File: src/rtl/cfg_tlp_packer.sv
module cfg_tlp_packer #(
  parameter logic [7:0]  ROOT_DEVFN = 8'h00,
  parameter logic [11:0] HIDE_OFS   = 12'h010,
  parameter logic [11:0] PRIBUS_OFS = 12'h018
) (
  input  logic        clk,
  input  logic        rst_n,
  input  logic        req_valid,
  output logic        req_ready,
  input  logic        req_write,
  input  logic [7:0]  req_bus,
  input  logic [7:0]  req_devfn,
  input  logic [11:0] req_addr,
  input  logic [1:0]  req_size,
  input  logic [31:0] req_wdata,
  output logic        resp_valid,
  output logic [1:0]  resp_status,
  output logic        tx_valid,
  input  logic        tx_ready,
  output logic [63:0] tx_data,
  output logic        tx_sop,
  output logic        tx_eop,
  output logic [7:0]  root_bus
);

  localparam logic [1:0] ST_OK = 2'd0, ST_BADREG = 2'd1, ST_NODEV = 2'd2;

  logic [7:0]  root_q;
  logic [1:0]  idx_q;
  logic        three_q;
  logic [31:0] dw0_q, dw1_q, dw2_q, dat_q;

  wire accept   = req_valid && req_ready;
  wire on_root  = req_bus == root_q;
  wire below    = req_bus == 8'(root_q + 8'd1);
  wire hide     = on_root && req_devfn == 8'h00 && req_addr[11:2] == HIDE_OFS[11:2];
  wire nodev    = (on_root || below) && req_devfn[7:3] != 5'd0;
  wire [1:0] status = hide ? ST_BADREG : (nodev ? ST_NODEV : ST_OK);

  logic [3:0]  be;
  logic [31:0] wmask;
  always_comb begin
    case (req_size)
      2'd0:    begin be = 4'(4'b0001 << req_addr[1:0]); wmask = {24'h0, req_wdata[7:0]};  end
      2'd1:    begin be = 4'(4'b0011 << req_addr[1:0]); wmask = {16'h0, req_wdata[15:0]}; end
      default: begin be = 4'hF;                         wmask = req_wdata;                end
    endcase
  end

  wire [31:0] shifted = wmask << {req_addr[1:0], 3'b000};
  wire [31:0] payload = req_write ? shifted : 32'h0;
  wire [7:0]  fmt     = {1'b0, req_write, 3'b000, 1'b1, 1'b0, !on_root};
  wire [7:0]  tag     = req_write ? 8'h10 : 8'h1D;
  wire        setroot = accept && status == ST_OK && req_write && on_root &&
                        req_addr[11:2] == PRIBUS_OFS[11:2];

  assign req_ready = idx_q == 2'd0;
  assign tx_valid  = idx_q != 2'd0;
  assign tx_sop    = idx_q == 2'd1;
  assign tx_eop    = (idx_q == 2'd2 && !three_q) || idx_q == 2'd3;
  assign root_bus  = root_q;

  always_comb begin
    case (idx_q)
      2'd1:    tx_data = {dw1_q, dw0_q};
      2'd2:    tx_data = three_q ? {32'h0, dw2_q} : {dat_q, dw2_q};
      2'd3:    tx_data = {32'h0, dat_q};
      default: tx_data = 64'h0;
    endcase
  end

  always_ff @(posedge clk or negedge rst_n) begin
    if (!rst_n) begin
      root_q      <= 8'h00;
      idx_q       <= 2'd0;
      three_q     <= 1'b0;
      dw0_q       <= 32'h0;
      dw1_q       <= 32'h0;
      dw2_q       <= 32'h0;
      dat_q       <= 32'h0;
      resp_valid  <= 1'b0;
      resp_status <= ST_OK;
    end else begin
      resp_valid <= accept;
      if (accept) begin
        resp_status <= status;
        if (status == ST_OK) begin
          idx_q   <= 2'd1;
          three_q <= req_write && !req_addr[2];
          dw0_q   <= {fmt, 24'h000001};
          dw1_q   <= {root_q, ROOT_DEVFN, tag, 4'h0, be};
          dw2_q   <= {req_bus, req_devfn, 4'h0, req_addr[11:2], 2'b00};
          dat_q   <= payload;
        end
      end else if (tx_valid && tx_ready) begin
        idx_q <= tx_eop ? 2'd0 : 2'(idx_q + 2'd1);
      end
      if (setroot) root_q <= shifted[7:0];
    end
  end


  sop_not_eop_chk: assert property (@(posedge clk) disable iff (!rst_n)
    tx_valid && tx_sop |-> !tx_eop);


  sop_followed_chk: assert property (@(posedge clk) disable iff (!rst_n)
    tx_valid && tx_ready && tx_sop |=> tx_valid && !tx_sop);


  beat_hold_chk: assert property (@(posedge clk) disable iff (!rst_n)
    tx_valid && !tx_ready |=> tx_valid && $stable(tx_data) && $stable(tx_eop) && $stable(tx_sop));


  busy_not_ready_chk: assert property (@(posedge clk) disable iff (!rst_n)
    tx_valid |-> !req_ready);


  resp_follows_chk: assert property (@(posedge clk) disable iff (!rst_n)
    req_valid && req_ready |=> resp_valid);


  root_quiet_chk: assert property (@(posedge clk) disable iff (!rst_n)
    !(req_valid && req_ready) |=> $stable(root_bus));

endmodule

File: config.mk
export PLATFORM = sky130hd
export DESIGN_NAME = cfg_tlp_packer
export DESIGN_NICKNAME = d
export VERILOG_FILES = /design/src/rtl/cfg_tlp_packer.sv
export SDC_FILE = /design/constraint.sdc
export NUM_CORES = 1
export LEC_CHECK = 0
export BUFFER_PORTS_ARGS = -buffer_cell sky130_fd_sc_hd__buf_2
export CAP_MARGIN = 20
export CORE_AREA = 3 3 71 140
export CTS_CLUSTER_DIAMETER = 200
export DETAILED_ROUTE_END_ITERATION = 12
export DIE_AREA = 0 0 74 143
export PLACE_DENSITY_LB_ADDON = 0.3
export SYNTH_ARGS = -nofsm -noshare
export SYNTH_HDL_FRONTEND = slang
export SYNTH_SLANG_ARGS = --single-unit
export TNS_END_PERCENT = 10
File: constraint.sdc
create_clock -name clk -period 5 [get_ports clk]
set_clock_uncertainty 0.15 [all_clocks]
set_input_delay 1 -clock clk [delete_from_list [all_inputs] [get_ports clk]]
set_output_delay 1 -clock clk [all_outputs]
set_load 0.01 [all_outputs]
# Word-level counts from Yosys, hierarchy flattened
# Cells that the tools add are included.
dict set report op_classes {
  reduce_logical 25
  addsub 2
  n_mux 12
  n_eq_ne 9
  shift 3
}
# op n
set ops {}
lappend ops {{case mux 64 bit (3 select lines)} 1}
lappend ops {{two-way mux 64 bit} 1}
lappend ops {{case mux 32 bit (2 select lines)} 1}
lappend ops {{two-way mux 32 bit} 1}
lappend ops {{<< shifter 32 x 5 -> 32 bit} 1}
lappend ops {{== test 10 x 3 -> 1 bit, second input constant} 2}
lappend ops {{== test 8 bit} 2}
lappend ops {{two-way mux 2 bit} 6}
lappend ops {{logical AND 1 bit} 11}
lappend ops {{adder 8 x 1 -> 8 bit, second input constant} 1}
lappend ops {{logical NOT 8 bit} 1}
lappend ops {{case mux 4 bit (2 select lines)} 1}
lappend ops {{logical NOT 2 bit} 3}
lappend ops {{nonzero test 5 bit} 1}
lappend ops {{== test 2 x 1 -> 1 bit, second input constant} 2}
lappend ops {{== test 2 bit, second input constant} 2}
lappend ops {{two-way mux 4 bit} 1}
lappend ops {{AND reduction 2 bit} 2}
lappend ops {{nonzero test 2 bit} 2}
lappend ops {{<< shifter 1 x 2 -> 4 bit, first input constant} 1}
lappend ops {{<< shifter 2 x 2 -> 4 bit, first input constant} 1}
lappend ops {{logical NOT 1 bit} 3}
lappend ops {{adder 2 x 1 -> 2 bit, second input constant} 1}
lappend ops {{logical OR 1 bit} 2}
lappend ops {{inequality test 2 x 1 -> 1 bit, second input constant} 1}
dict set report totals {
  register_bits 96
  elab_cells 60
}

# Longest topological paths before layout
dict set report logic_depth {
  depth_word 11
  ltp_mapped 10
  mapped_depth_nobuf 7
}

# Worst setup path before layout
# Ideal clock, no wire load.
dict set report synth_path {
  path_kind {input -> register}
  start {input port req_devfn[4]}
  end {register dat_q[0]}
  slack_ps 1805
  arrival_ps 2920
  n_path_buf 3
  required_ps 4725
  stages 9
  setup_time_ps 125
  cell_sequence {or4_1 -> nor2_1 -> o21ai_0 -> a21oi_2 -> and2_1 -> clkbuf_2 -> buf_6 -> buf_6 -> mux2_4}
}
dict set report synth_between {
  elab_chain_len 6
  word_cells_on_any_way 9
}
# item line
set synth_rtl {}
lappend synth_rtl {{start: declaration} 12} ;# input logic [7:0] req_devfn,
lappend synth_rtl {{nonzero test 5 bit / logical NOT 8 bit (equally long branches)} {37, 36}}
lappend synth_rtl {{logical AND 1 bit, on equally long branches} {37, 36}}
lappend synth_rtl {{two-way mux 2 bit / logical AND 1 bit (equally long branches)} {38, 36}}
lappend synth_rtl {{two-way mux 2 bit (*)} 38} ;# wire [1:0] status = hide ? ST_BADREG : (nodev ? ST_NODEV : ST_OK);
lappend synth_rtl {{logical NOT 2 bit (*)} 87} ;# if (status == ST_OK) begin
lappend synth_rtl {{AND reduction 2 bit (no line) (*)} -}
lappend synth_rtl {{end signal: assignment} 93} ;# dat_q <= payload;
lappend synth_rtl {{end: declaration} 31} ;# logic [31:0] dw0_q, dw1_q, dw2_q, dat_q;
# Every way passes the cells marked *; elsewhere a longest branch is shown, timed or not.
# A chain may end at the register's enable or synchronous reset.

# Worst setup path in the final report
dict set report layout_path {
  start {input port req_devfn[4]}
  end {register dw0_q[30]}
}
dict set report layout_between {
  elab_chain_len 6
  word_cells_on_any_way 9
}
# item line
set layout_rtl {}
lappend layout_rtl {{nonzero test 5 bit / logical NOT 8 bit (equally long branches)} {37, 36}}
lappend layout_rtl {{logical AND 1 bit, on equally long branches} {37, 36}}
lappend layout_rtl {{two-way mux 2 bit / logical AND 1 bit (equally long branches)} {38, 36}}
lappend layout_rtl {{two-way mux 2 bit (*)} 38}
lappend layout_rtl {{logical NOT 2 bit (*)} 87}
lappend layout_rtl {{AND reduction 2 bit (no line) (*)} -}
lappend layout_rtl {{end signal: assignment} 90} ;# dw0_q <= {fmt, 24'h000001};
lappend layout_rtl {{end: declaration} 31}
# Marked as above.

==> impl_metrics.yaml <==
status:
  status: "finished clean"
yosys:
  synthesis.nets: 566
  yosysMostFrequentCell: "dfrtp_1"
  yosys.area.top_type: "dfrtp_1"
  yosysWarnings: 0
  yosysSeqAreaShare_pct: 43.3
  syn_inst: 494
  synthFlopType: "dfrtp_1"
  syn_avg_cell_area_um2: 10.3
  synth_commonest_cells: "dfrtp_1 (88), a22o_1 (40), inv_1 (33), mux2_2 (32), nand2_1 (29)"
  yosys.cell_types.count: 49
  synth_area_um2: 5090
  ys_ff_latch: 88
  synth_edf_count: 0
  ys_top_cells_by_area: "dfrtp_1 (43%), mux2_2 (7.1%), a22o_1 (6.9%)"
  synth_top_area_share_pct: 43.3
  async_flop_share_pct: 100
die:
  fp.dieArea_um2: 10600
  ios: 146
  fp-row-count: 49
  die_h_um: 143
  dieWidth_um: 74
  coreArea_um2: 9010
  start_util_pct: 56.4
cts:
  clockBufferDepth: 2
  numCtsBuffers: 9
  cts_resized: 0
  clock-sinks: 88
  cts_root_buffer: "clkbuf_16"
  clkTransAtPathRegs_ns: 0.06
  insertion_delay_ns: 0.34
  cts_hold_buffers: 0
  cts_tree: "done"
  cts_setup_buffers: 0
  htree_levels: 3
setup_path:
  critPathMaxFanout: 31
  worstPathRequired_ns: 5.07
  crit_type: "in2reg"
  cp-start-kind: "input port"
  arrival_ns: 3.82
  endpoint_kind: "register"
  worst-path-buf-inv: 2
  cp_top_family: "simple AND/OR/NAND/NOR gates"
  cp_cell_sequence: "buf_2 -> or4_1 -> nor2_1 -> o21ai_0 -> a21oi_2 -> and2_4 -> buf_4 -> mux2_2"
  cp_slowest_cell: "or4_1"
  slowest_delay_ns: 0.53
finish:
  final_nets: 691
  syn_to_final_growth_pct: 21.0
  drive_gt1_share_pct: 36.7
  regArea_um2: 2200
  fill_cells: 711
  n_antenna_cell: 0
  multi_input_area_um2: 2600
grt:
  antenna_found_initial: 0
  overflow: 0
  grt_pass1_vias: 4438
  grt_pass1_wl_um: 23500
  grt_use_total_pct: 29.2
  grt_max_degree: 89
placement:
  dp_hpwl_um: 11000
  gp_congestion: 0.923
  place.port_buffers: 145
routing:
  drtAntennaViolNets: 0
  wl_per_cell_um: 20.6
  dr.pass1.iters: 5
  via_per_inst: 6.19
  drt-initial-drc-count: 339
  drcViolationCount: 0
  wirelength_um: 15000
  num_vias: 4491
sta:
  tightest_slew_ns: 0.948
  finalHoldViolations: 0
  rsz0062_at_grt: "false"
  fin_tns_setup_ns: 0
  slew_violations: 0
  finalSetupViolCount: 0
  slew_headroom_pct: 36.6
  period_share_pct: 75.1
  final.min_clock_period_ns: 3.75
  fmax_mhz: 266
power:
  irDropWorstVdd_mv: 0.243
  totalPowerFinal_w: 0.00301
  power_leakage_nw: 3.07
  p_per_area_nw_per_um2: 488
worst_hold_path:
  hp-class: "reg2reg"
flow_run:
  drv_cap: 0
-- through the flow --
stage	utilization [%]	setup WS, ns	area (µm²)	instances	hold WS [ns]
3_5_place_dp	64.7	0.947	5830	709	0.313
5_1_grt	68.3	1.11	6150	726	0.348
3_3_place_gp	64.7	1.04	5830	709	0.316
6_report	68.3	1.25	6150	726	0.326
4_1_cts	68.0	1.28	6130	725	0.326
2_1_floorplan	-	1.80	5090	494	0.330
-- registers in the layout, indices dropped and copies added (netlist names) --
signal	flops
dat_q	32
dw0_q	3
dw1_q	13
dw2_q	26
idx_q	2
resp_status	2
resp_valid	1
root_bus	8
three_q	1
-- layout make-up --
cell class | count | share of cell area [%]
Clock buffer | 11 | 3.94
Tap cell | 102 | 2.07
Multi-Input combinational cell | 336 | 42.2
Timing Repair Buffer | 151 | 13.1
Inverter | 33 | 2.01
Sequential cell | 88 | 35.8
Clock inverter | 5 | 0.915
-- worst paths after layout --
kind / endpoint / slack, ns / from / depth (start not counted)
max in group asynchronous: dat_q[15] / 3.71 / rst_n / 2
worst min register to register: resp_status[1] / 0.33 / resp_status[1] / 2
min in group asynchronous: dat_q[1] / 0.36 / rst_n / 1
worst max register to register: dw0_q[30] / 1.45 / root_bus[0] / 8
worst max-delay path: dw0_q[30] / 1.25 / req_devfn[4] / 8
worst min-delay path: resp_status[1] / 0.33 / resp_status[1] / 2
-- cells in the final DEF (no fill, tap or decap), drive strengths merged, types with 23 or more instances in the layout --
cell,Yosys,final
buf,12,151
dfrtp,88,88
mux2,52,52
a22o,40,40
inv,33,33
nand2,29,29
nor2,28,28
mux2i,25,25
and3,24,24
o21ai,23,23
-- report_power, final --
part | switching [W] | total [W] | internal (W)
sequential | 0.000196 | 0.00115 | 0.000954
combinational | 0.000629 | 0.00118 | 0.000556
clock | 0.000271 | 0.000671 | 0.000400
-- cell families after synthesis --
group | Yosys count | share of synthesized area (%)
simple gates | 125 | 13.1
compound gates | 117 | 16.5
flops | 88 | 43.3
mux | 77 | 17.9
buf+inv | 70 | 5.83
xor+xnor | 12 | 2.21
fa+ha+maj | 5 | 1.23
-- worst reg2reg max path: stages (launching register included) --
cell       delay, ns
dfrtp_1         0.54
ha_1            0.32
nand4_1         0.17
xor2_1          0.19
o211a_1         0.15
o2111ai_1       0.75
and2_4          0.36
buf_4           0.39
mux2_2          0.40
-- routing by layer --
layer  GRT usage, %  share of wire, %  vias to the layer above  wire (µm)
li1               -                 -                     2048          -
met1           35.4                38                     2186       5620
met2           50.3                53                      218       7940
met3           4.86               5.8                       39        873
met4           12.0               3.5                        0        517
met5              0                 0                        -          0
Power figures use the tool's default switching activity.
